==> config.mk <==
export PLATFORM = sky130hd
export DESIGN_NAME = fanpwm_ctrl
export DESIGN_NICKNAME = d
export VERILOG_FILES = /design/src/rtl/fanpwm_pkg.sv /design/src/rtl/fanpwm_rst_sync.sv /design/src/rtl/fanpwm_regs.sv /design/src/rtl/fanpwm_duty_scale.sv /design/src/rtl/fanpwm_period_gen.sv /design/src/rtl/fanpwm_ctrl.sv
export SDC_FILE = /design/constraint.sdc
export NUM_CORES = 1
export LEC_CHECK = 0
export BUFFER_PORTS_ARGS = -buffer_cell sky130_fd_sc_hd__buf_4
export CAP_MARGIN = 20
export CORE_MARGIN = 2
export CORE_UTILIZATION = 65
export CTS_BUF_LIST = sky130_fd_sc_hd__clkbuf_16
export DETAILED_ROUTE_END_ITERATION = 10
export PLACE_DENSITY = 0.93
export SLEW_MARGIN = 20
export SYNTH_ARGS = -nofsm -noshare
export SYNTH_HDL_FRONTEND = slang
export SYNTH_SLANG_ARGS = --single-unit
==> constraint.sdc <==
create_clock -name clk -period 5.6 [get_ports clk]
set_clock_uncertainty 0.05 [all_clocks]
set_input_delay 0.28 -clock clk [delete_from_list [all_inputs] [get_ports clk]]
set_output_delay 0.28 -clock clk [all_outputs]
set_load 0.005 [all_outputs]
==> src/rtl/fanpwm_pkg.sv <==
package fanpwm_pkg;

  localparam int unsigned REG_W     = 32;
  localparam int unsigned STRB_W    = REG_W / 8;
  localparam int unsigned DUTY_W    = 8;
  localparam int unsigned SPEED_W   = 16;
  localparam int unsigned PERIOD_US = 40000;

  // bit positions of the control word fields
  localparam int unsigned RUN_BIT   = 0;
  localparam int unsigned MODE_BIT  = 1;
  localparam int unsigned DUTY_LSB  = 16;
  localparam int unsigned DUTY_BYTE = DUTY_LSB / 8;

  // word indices in the register window
  localparam int unsigned IDX_CTRL  = 0;
  localparam int unsigned IDX_SPEED = 1;

  localparam logic [SPEED_W-1:0] SPEED_RST = 16'd4000;

  typedef enum logic {
    MODE_TWO_WIRE  = 1'b0,
    MODE_FOUR_WIRE = 1'b1
  } fan_mode_e;

  typedef struct packed {
    logic [DUTY_W-1:0] duty;
    fan_mode_e         mode;
    logic              run;
  } ctrl_t;

endpackage

==> src/rtl/fanpwm_rst_sync.sv <==
module fanpwm_rst_sync #(
  parameter int unsigned STAGES = 2
) (
  input  logic clk,
  input  logic rst_n,
  output logic rst_sync_n
);

  logic [STAGES-1:0] sync_q;
  logic [STAGES-1:0] sync_d;

  always_comb begin
    sync_d = {sync_q[STAGES-2:0], 1'b1};
  end

  always_ff @(posedge clk or negedge rst_n) begin
    if (!rst_n) begin
      sync_q <= '0;
    end else begin
      sync_q <= sync_d;
    end
  end

  assign rst_sync_n = sync_q[STAGES-1];

endmodule

==> src/rtl/fanpwm_regs.sv <==
module fanpwm_regs
  import fanpwm_pkg::*;
#(
  parameter int unsigned ADDR_W = 4
) (
  input  logic               clk,
  input  logic               rst_n,
  input  logic               req_fire,
  input  logic               req_write,
  input  logic [ADDR_W-1:0]  req_addr,
  input  logic [REG_W-1:0]   req_wdata,
  input  logic [STRB_W-1:0]  req_wstrb,
  output logic               rsp_valid,
  output logic [REG_W-1:0]   rsp_rdata,
  output ctrl_t              ctrl,
  output logic [SPEED_W-1:0] speed
);

  localparam int unsigned IDX_W       = ADDR_W - 2;
  localparam int unsigned SPEED_BYTES = SPEED_W / 8;

  logic [IDX_W-1:0] word_idx;
  logic             hit_ctrl;
  logic             hit_speed;
  logic             wr_ctrl;
  logic             wr_speed;
  logic             rd_fire;

  ctrl_t               ctrl_q, ctrl_d;
  logic [SPEED_W-1:0]  speed_q, speed_d;
  logic                rsp_valid_q, rsp_valid_d;
  logic [REG_W-1:0]    rdata_q, rdata_d;
  logic [REG_W-1:0]    ctrl_word;
  logic [REG_W-1:0]    speed_word;

  assign word_idx  = req_addr[ADDR_W-1:2];
  assign hit_ctrl  = (word_idx == IDX_W'(IDX_CTRL));
  assign hit_speed = (word_idx == IDX_W'(IDX_SPEED));
  assign wr_ctrl   = req_fire && req_write && hit_ctrl;
  assign wr_speed  = req_fire && req_write && hit_speed;
  assign rd_fire   = req_fire && !req_write;

  // register images as seen by software
  always_comb begin
    ctrl_word                      = '0;
    ctrl_word[RUN_BIT]             = ctrl_q.run;
    ctrl_word[MODE_BIT]            = ctrl_q.mode;
    ctrl_word[DUTY_LSB +: DUTY_W]  = ctrl_q.duty;
    speed_word                     = '0;
    speed_word[SPEED_W-1:0]        = speed_q;
  end

  // next state
  always_comb begin
    ctrl_d  = ctrl_q;
    speed_d = speed_q;
    if (wr_ctrl) begin
      if (req_wstrb[0]) begin
        ctrl_d.run  = req_wdata[RUN_BIT];
        ctrl_d.mode = fan_mode_e'(req_wdata[MODE_BIT]);
      end
      if (req_wstrb[DUTY_BYTE]) begin
        ctrl_d.duty = req_wdata[DUTY_LSB +: DUTY_W];
      end
    end
    if (wr_speed) begin
      for (int b = 0; b < SPEED_BYTES; b++) begin
        if (req_wstrb[b]) begin
          speed_d[b*8 +: 8] = req_wdata[b*8 +: 8];
        end
      end
    end
    rsp_valid_d = rd_fire;
    rdata_d     = '0;
    if (rd_fire) begin
      if (hit_ctrl) begin
        rdata_d = ctrl_word;
      end else if (hit_speed) begin
        rdata_d = speed_word;
      end
    end
  end

  // state registers with explicit enables
  always_ff @(posedge clk or negedge rst_n) begin
    if (!rst_n) begin
      ctrl_q <= '{duty: '0, mode: MODE_TWO_WIRE, run: 1'b0};
    end else if (wr_ctrl) begin
      ctrl_q <= ctrl_d;
    end
  end

  always_ff @(posedge clk or negedge rst_n) begin
    if (!rst_n) begin
      speed_q <= SPEED_RST;
    end else if (wr_speed) begin
      speed_q <= speed_d;
    end
  end

  always_ff @(posedge clk or negedge rst_n) begin
    if (!rst_n) begin
      rsp_valid_q <= 1'b0;
      rdata_q     <= '0;
    end else begin
      rsp_valid_q <= rsp_valid_d;
      rdata_q     <= rdata_d;
    end
  end

  assign rsp_valid = rsp_valid_q;
  assign rsp_rdata = rdata_q;
  assign ctrl      = ctrl_q;
  assign speed     = speed_q;

endmodule

==> src/rtl/fanpwm_duty_scale.sv <==
module fanpwm_duty_scale
  import fanpwm_pkg::*;
#(
  parameter longint unsigned PERIOD_CYC = 1020,
  parameter int unsigned     CNT_W      = 10
) (
  input  logic [DUTY_W-1:0] duty,
  output logic [CNT_W-1:0]  thr
);

  localparam int unsigned       PROD_W  = CNT_W + DUTY_W;
  localparam logic [PROD_W-1:0] PER_EXT = PROD_W'(PERIOD_CYC);
  localparam logic [PROD_W-1:0] FULL    = PROD_W'((1 << DUTY_W) - 1);

  logic [PROD_W-1:0] prod;
  logic [PROD_W-1:0] quot;

  // high-time length in cycles; full scale maps onto the whole period
  assign prod = PROD_W'(duty) * PER_EXT;
  assign quot = prod / FULL;
  assign thr  = quot[CNT_W-1:0];

endmodule

==> src/rtl/fanpwm_period_gen.sv <==
module fanpwm_period_gen #(
  parameter longint unsigned PERIOD_CYC = 1020,
  parameter int unsigned     CNT_W      = 10
) (
  input  logic             clk,
  input  logic             rst_n,
  input  logic             run,
  input  logic [CNT_W-1:0] thr,
  output logic [CNT_W-1:0] cnt,
  output logic             pwm
);

  localparam logic [CNT_W-1:0] LAST = CNT_W'(PERIOD_CYC - 1);

  logic [CNT_W-1:0] cnt_q, cnt_d;
  logic             pwm_q, pwm_d;

  always_comb begin
    if (!run) begin
      cnt_d = '0;
      pwm_d = 1'b0;
    end else begin
      cnt_d = (cnt_q == LAST) ? '0 : cnt_q + CNT_W'(1);
      pwm_d = (cnt_q < thr);
    end
  end

  always_ff @(posedge clk or negedge rst_n) begin
    if (!rst_n) begin
      cnt_q <= '0;
      pwm_q <= 1'b0;
    end else begin
      cnt_q <= cnt_d;
      pwm_q <= pwm_d;
    end
  end

  assign cnt = cnt_q;
  assign pwm = pwm_q;

endmodule

==> src/rtl/fanpwm_ctrl.sv <==
module fanpwm_ctrl
  import fanpwm_pkg::*;
#(
  parameter int unsigned CLK_HZ = 200_000_000,
  parameter int unsigned ADDR_W = 4
) (
  input  logic              clk,
  input  logic              rst_n,
  input  logic              req_valid,
  output logic              req_ready,
  input  logic              req_write,
  input  logic [ADDR_W-1:0] req_addr,
  input  logic [31:0]       req_wdata,
  input  logic [3:0]        req_wstrb,
  output logic              rsp_valid,
  output logic [31:0]       rsp_rdata,
  output logic              pwm_o
);

  localparam longint unsigned PERIOD_CYC =
    (longint'(CLK_HZ) * longint'(PERIOD_US)) / 64'd1_000_000;
  localparam int unsigned CNT_W = $clog2(PERIOD_CYC + 1);

  logic               rst_sync_n;
  logic               req_fire;
  ctrl_t              ctrl;
  logic [SPEED_W-1:0] speed;
  logic               run;
  logic [CNT_W-1:0]   thr;
  logic [CNT_W-1:0]   cnt;

  fanpwm_rst_sync #(.STAGES(2)) u_rst (
    .clk        (clk),
    .rst_n      (rst_n),
    .rst_sync_n (rst_sync_n)
  );

  assign req_ready = rst_sync_n;
  assign req_fire  = req_valid && req_ready;

  fanpwm_regs #(.ADDR_W(ADDR_W)) u_regs (
    .clk       (clk),
    .rst_n     (rst_sync_n),
    .req_fire  (req_fire),
    .req_write (req_write),
    .req_addr  (req_addr),
    .req_wdata (req_wdata),
    .req_wstrb (req_wstrb),
    .rsp_valid (rsp_valid),
    .rsp_rdata (rsp_rdata),
    .ctrl      (ctrl),
    .speed     (speed)
  );

  // only two-wire operation drives the fan
  assign run = ctrl.run && (ctrl.mode == MODE_TWO_WIRE);

  fanpwm_duty_scale #(.PERIOD_CYC(PERIOD_CYC), .CNT_W(CNT_W)) u_scale (
    .duty (ctrl.duty),
    .thr  (thr)
  );

  fanpwm_period_gen #(.PERIOD_CYC(PERIOD_CYC), .CNT_W(CNT_W)) u_gen (
    .clk   (clk),
    .rst_n (rst_sync_n),
    .run   (run),
    .thr   (thr),
    .cnt   (cnt),
    .pwm   (pwm_o)
  );

endmodule

==> metrics.yaml, run 1 <==
rows: 50
cts_root_buf: "clkbuf_16"
gp_congestion: 1.06
portBuffers: 59
postCtsResizedCells: 228
syn_area_mm2: 0.0126
synth_area_per_cell_um2: 8.06
yosys_warnings: 0
clock_sinks: 77
cts_buffer_depth: 2
async_flop_share_pct: 100
status: "did not finish"
syn_inst: 1559
htreeDepth: 3
post-synth-top-area-cell: "dfrtp_1"
initial_core_util_pct: 66.7
lastStage: "clock tree synthesis"
cts_hold_buf: 1
place_ws_ps: -15520
dp_hpwl_um: 58600
pin_count: 79
postCtsSetupBuffers: 69
synth_ff_type: "dfrtp_1"
synth_edf_count: 0
synth_cell_types: 132
synth_seq_cells: 77
fp.dieH_um: 143
cts_made_buffers: 9
die_width_um: 143
ys_top_cells_by_area: "dfrtp_1 (14%), ha_1 (8.9%), nor2_1 (4.2%)"
synth_seq_area_share_pct: 15.4
yosys.area.top_type_share_pct: 14.1
tool.error: "[ERROR DPL-0038] Utilization greater than 100%, impossible to legalize"
## cell usage after synthesis, drive strengths merged, types with 7 or more instances
cell type / instances
a2111oi: 12
a211o: 12
a211oi: 31
a21boi: 7
a21o: 26
a21oi: 84
a221oi: 7
a22oi: 7
a311oi: 9
a31o: 9
a31oi: 28
a41oi: 8
and2: 42
and3: 30
and4: 12
buf: 32
clkbuf: 10
dfrtp: 71
fa: 17
ha: 89
inv: 70
mux2: 37
mux2i: 18
nand2: 109
nand2b: 19
nand3: 68
nand4: 31
nor2: 142
nor2b: 13
nor3: 67
nor4: 20
nor4b: 8
o2111ai: 9
o211a: 12
o211ai: 27
o21a: 20
o21ai: 92
o22ai: 11
o31a: 10
o31ai: 16
or2: 18
or3: 19
xnor2: 43
xor2: 30
## logic make-up after synthesis
family | Yosys count | share of synthesized area [%]
compound gates | 506 | 31.4
xor+xnor | 73 | 5.27
fa+ha+maj | 106 | 11.6
buf+inv | 113 | 4.06
flops | 77 | 15.4
mux | 55 | 4.78
other cells | 2 | 0.0598
simple gates | 627 | 27.5
## per-stage QoR
step	instance area (um2)	hold slack [ps]	cells
2_1_floorplan	13200	-65.6	1566
3_3_place_gp	18100	12.3	2421
3_5_place_dp	18100	17.8	2421
==> run 2: changes to the inputs <==
CORE_UTILIZATION = 40   (was 65)
CTS_BUF_LIST = not set   (was sky130_fd_sc_hd__clkbuf_16)
PLACE_DENSITY = not set   (was 0.93)
PLACE_DENSITY_LB_ADDON = 0.15   (was not set)
==> run 2 against run 1 <==
The flow now finishes, with violations (setup timing). Synthesized cell count stayed put. Area after synthesis stayed put.
==> metrics.yaml, run 2 <==
clock_sinks: 77
htreeDepth: 3
finalSetupTns_ps: -13000
largest_reg_flops: 24
path_depth: 86
synth_seq_area_share_pct: 15.4
cp-start-kind: "flip-flop"
rows: 64
critPathRequiredTime_ps: 5810
syn_inst: 1559
max_freq_mhz: 53.8
crit_family: "compound AO/OA/AOI/OAI gates"
endpoint: "u_gen.pwm$_DFF_PN0_"
r2r_end: "u_gen.pwm$_DFF_PN0_"
grt_usage_pct: 27.6
wl_per_cell_um: 16.9
antenna_cells: 0
dp_hpwl_um: 36400
synth_edf_count: 0
cts_made_buffers: 9
routed_wl_um: 45800
yosys.area.top_type_share_pct: 14.1
async_flop_share_pct: 100
grt_overflow: 0
setup_viol: 1
grt_max_degree: 77
n_fill_cell: 2572
finalNetCount: 2454
post-synth-top-area-cell: "dfrtp_1"
rsz0062_at_grt: "true"
gp_congestion: 0.906
portBuffers: 59
routed_via_density: 5.66
synth_area_per_cell_um2: 8.06
setup_ws_ps: -13000
path_clk_slew_ps: 70
synth.most_common_cell: "nor2_1"
cts_root_buf: "clkbuf_16"
hold-worst-slack_ps: 53.1
die-area_mm2: 0.0328
synth_cell_types: 132
antenna_found_initial: 0
slowest_delay_ps: 600
clkLatencyLatePin_ps: 340
cts_buffer_depth: 2
r2r_cells: 86
period_share_pct: 332
critical_path_class: "reg -> reg"
grt_first_pass_wirelength_um: 76300
ys_top_cells_by_area: "dfrtp_1 (14%), ha_1 (8.9%), nor2_1 (4.2%)"
drv_cap: 0
cp-end-kind: "flip-flop"
die_width_um: 181
yosys-top-cells-count: "nor2_1 (141), nand2_1 (106), ha_1 (89), a21oi_1 (77)"
layout_common_cells: "buf_4 (765), nor2_1 (124), nand2_1 (98)"
status: "finished, violations left"
core_region_area_mm2: 0.0307
finalMaxSlewViolations: 0
first_iter_violations: 947
setup.worst_path.start: "u_regs.ctrl[8]$_DFFE_PN0P_"
synth_ff_type: "dfrtp_1"
vias: 15300
cts_tree: "built"
fin_crit_ps: 18600
worstHoldStart: "req_write"
place_ws_ps: -13410
violations: "setup timing"
syn_to_final_growth_pct: 61.8
syn_area_mm2: 0.0126
crit-reg2reg-launch: "u_regs.ctrl[8]$_DFFE_PN0P_"
grt_pass1_vias: 15700
crit_path_max_fanout: 11
drcViolationCount: 0
first_pass_iters: 6
tightest_slew_ps: 980
yosys_warnings: 0
final_util_pct: 66.1
fp.dieH_um: 181
min_path_type: "in -> reg"
synth_seq_cells: 77
path_buf_inv: 16
drive_gt1_share_pct: 48.4
hold_viol: 0
initial_core_util_pct: 40.9
crit_path_top_delay_cell: "or4_4"
crit_top_cell: "buf_4"
ant_nets: 0
layout_commonest_cell: "buf_4"
pin_count: 79
rrSetupSlack_ps: -13000
maxSlewHeadroom_pct: 34.7
cp.arrival_ps: 18810
## run 2: cell counts after synthesis
No cell type changed its count.
## run 2: how the worst min path moves through the flow
stage / to / slack (ps) / cells past startpoint
2_1_floorplan: u_rst.sync_q[0]$_DFF_PN0_ / -70 / 0
3_3_place_gp: u_rst.sync_q[0]$_DFF_PN0_ / 10 / 1
3_5_place_dp: u_rst.sync_q[0]$_DFF_PN0_ / 10 / 1
4_1_cts: u_regs.rsp_valid$_DFF_PN0_ / 40 / 2
5_1_grt: u_regs.rsp_valid$_DFF_PN0_ / 50 / 2
6_report: u_regs.rsp_valid$_DFF_PN0_ / 50 / 2
## run 2: kinds of logic (layout without fill, tap and decap cells)
family                   after synthesis  count (layout)  share of synthesized area, %
flip-flops                            77              77                          15.4
other                                  2               9                        0.0598
multiplexers                          55              55                          4.78
AND/OR/NAND/NOR                      627             627                          27.5
XOR/XNOR                              73              73                          5.27
AO/OA/AOI/OAI                        506             506                          31.4
adder cells (fa/ha/maj)              106             106                          11.6
buffers and inverters                113             856                          4.06
## run 2: layout make-up
class,count,area [um2],area share [%]
multi-input combinational,1376,11500,56.7
timing repair buffer,769,5800,28.5
sequential,77,1940,9.55
tap,396,495,2.44
inverter,71,268,1.32
clock buffer,9,225,1.11
clock inverter,7,66.3,0.326
## run 2: per-layer routing
metal  share of wire [%]  track usage (%)  vias up  wire (um)
met4                 2.4             7.71        0       1090
met3                 3.5             3.35       87       1620
li1                    -                -     7505          -
met2                  49             49.0      364      22600
met5                   0                0        -          0
met1                  45             35.1     7355      20500
## run 2: what timing repair did
action / in CTS / in global routing
hold buffers: 1 / 0
buffers inserted: 82 / 4
setup endpoints to repair: 1 / 1
pin swaps: 108 / 8
resized for setup: 145 / 17
hold endpoints to repair: 2 / 0
## run 2: stage by stage
step / instances / area (um2)
floorplan: 1566 / 13200
global placement: 2602 / 18600
detailed placement: 2602 / 18600
CTS: 2701 / 20200
global route: 2705 / 20300
finish: 2705 / 20300
Power of run 2 is left out: the tool's default activity adds up to more than one toggle a clock period on the data nets, which glitch-free logic cannot reach.
==> run 3: changes to the inputs <==
RECOVER_POWER = 50   (was not set)
SKIP_CTS_REPAIR_TIMING = 1   (was not set)
==> run 3 against run 2 <==
The run ends with capacitance limit, slew limit, setup timing left. Die area unchanged. First-iteration DRC count down 3.9%. Critical path depth down 1. Hold slack worse by 1.1 ps. Register-to-register slack better by 260 ps.
==> metrics.yaml, run 3 (synthesis results as in run 2) <==
period_share_pct: 327
hold_viol: 0
crit-reg2reg-launch: "u_regs.ctrl[4]$_DFFE_PN0P_"
cts_made_buffers: 9
critical_path_class: "reg -> reg"
ant_nets: 0
rrSetupSlack_ps: -12740
regArea_mm2: 0.00194
first_iter_violations: 910
cp-start-kind: "flip-flop"
core_region_area_mm2: 0.0307
n_fill_cell: 2632
fin_crit_ps: 18340
status: "finished, violations left"
critPathRequiredTime_ps: 5810
drcViolationCount: 0
routed_via_density: 5.66
r2r_cells: 85
syn_to_final_growth_pct: 60.2
antenna_cells: 0
holdPathEnd: "u_regs.rsp_valid$_DFF_PN0_"
cts_tree: "built"
dp_hpwl_um: 36400
crit_path_max_fanout: 7
multiInputGateArea_mm2: 0.0116
dpl_cell_area_mm2: 0.0186
cp.arrival_ps: 18540
crit_path_top_delay_cell: "fa_2"
htreeDepth: 3
vias: 15100
max_freq_mhz: 54.5
maxSlewHeadroom_pct: -176
grt_first_pass_wirelength_um: 71800
layout_common_cells: "buf_4 (697), nor2_1 (121), nand2_1 (99)"
largest_reg_flops: 24
drv_cap: 1
setup_ws_ps: -12740
whs_path_depth: 2
cts_root_buf: "clkbuf_16"
clock_sinks: 77
path_clk_slew_ps: 70
grt_pass1_vias: 14800
initial_core_util_pct: 40.9
finalMaxSlewViolations: 77
fp.dieH_um: 181
rsz0062_at_grt: "true"
rows: 64
finalNetCount: 2421
pin_count: 79
die_width_um: 181
clkLatencyLatePin_ps: 330
antenna_found_initial: 0
min_path_type: "in -> reg"
drive_gt1_share_pct: 47.3
r2r_end: "u_gen.pwm$_DFF_PN0_"
crit_top_cell: "buf_4"
gp_congestion: 0.906
die-area_mm2: 0.0328
tightest_slew_ps: 4140
slowest_delay_ps: 620
wl_per_cell_um: 16.9
worstHoldStart: "req_write"
setup_viol: 1
violations: "capacitance limit, slew limit, setup timing"
first_pass_iters: 5
routed_wl_um: 45100
grt_usage_pct: 25.9
cts_buffer_depth: 2
hold-worst-slack_ps: 52.0
grt_max_degree: 77
layout_commonest_cell: "buf_4"
portBuffers: 59
grt_overflow: 0
fin_area_mm2: 0.0201
cp-end-kind: "flip-flop"
## run 3: cell type report
| class | instances | area share [%] |
|---|---|---|
| Sequential cell | 77 | 9.65 |
| Multi-Input combinational cell | 1377 | 57.6 |
| Clock buffer | 9 | 1.12 |
| Tap cell | 396 | 2.46 |
| Timing Repair Buffer | 735 | 27.5 |
| Clock inverter | 7 | 0.330 |
| Inverter | 71 | 1.33 |
## run 3: worst max-delay path by stage
stage                               end  slack [ps]                       start  cells past startpoint
detailed placement  u_gen.pwm$_DFF_PN0_      -13410  u_regs.ctrl[5]$_DFFE_PN0P_                     79
global placement    u_gen.pwm$_DFF_PN0_      -12990  u_regs.ctrl[5]$_DFFE_PN0P_                     79
global route        u_gen.pwm$_DFF_PN0_      -13630  u_regs.ctrl[6]$_DFFE_PN0P_                     90
CTS                 u_gen.pwm$_DFF_PN0_      -13450  u_regs.ctrl[5]$_DFFE_PN0P_                     79
floorplan           u_gen.pwm$_DFF_PN0_      -12600  u_regs.ctrl[4]$_DFFE_PN0P_                     86
finish              u_gen.pwm$_DFF_PN0_      -12740  u_regs.ctrl[4]$_DFFE_PN0P_                     85
## run 3: through the flow
| stage | TNS [ps] | setup WS, ps | util, % | instances |
|---|---|---|---|---|
| after CTS | -13450 | -13450 | 61.4 | 2618 |
| after global routing | -13630 | -13630 | 65.4 | 2672 |
| after global placement | -12990 | -12990 | 60.4 | 2602 |
| final | -12740 | -12740 | 65.4 | 2672 |
| after detailed placement | -13410 | -13410 | 60.4 | 2602 |
| after floorplan | -12600 | -12600 | - | 1566 |
## run 3: worst max-delay path, delay by kind of cell, from the launching register on
| family | cells | cell delay, ps |
|---|---|---|
| AO/OA/AOI/OAI | 34 | 6990 |
| adder cells (fa/ha/maj) | 8 | 2730 |
| AND/OR/NAND/NOR | 23 | 4590 |
| XOR/XNOR | 3 | 450 |
| flip-flops | 1 | 420 |
| multiplexers | 3 | 970 |
| buffers and inverters | 14 | 2020 |
## run 3: per-layer routing
metal | global-route usage [%] | share of wire [%]
met5 | 0 | 0
met4 | 6.21 | 2.0
met3 | 2.94 | 3.3
met2 | 45.5 | 49
met1 | 33.9 | 45
Power of run 3 is left out for the same reason.
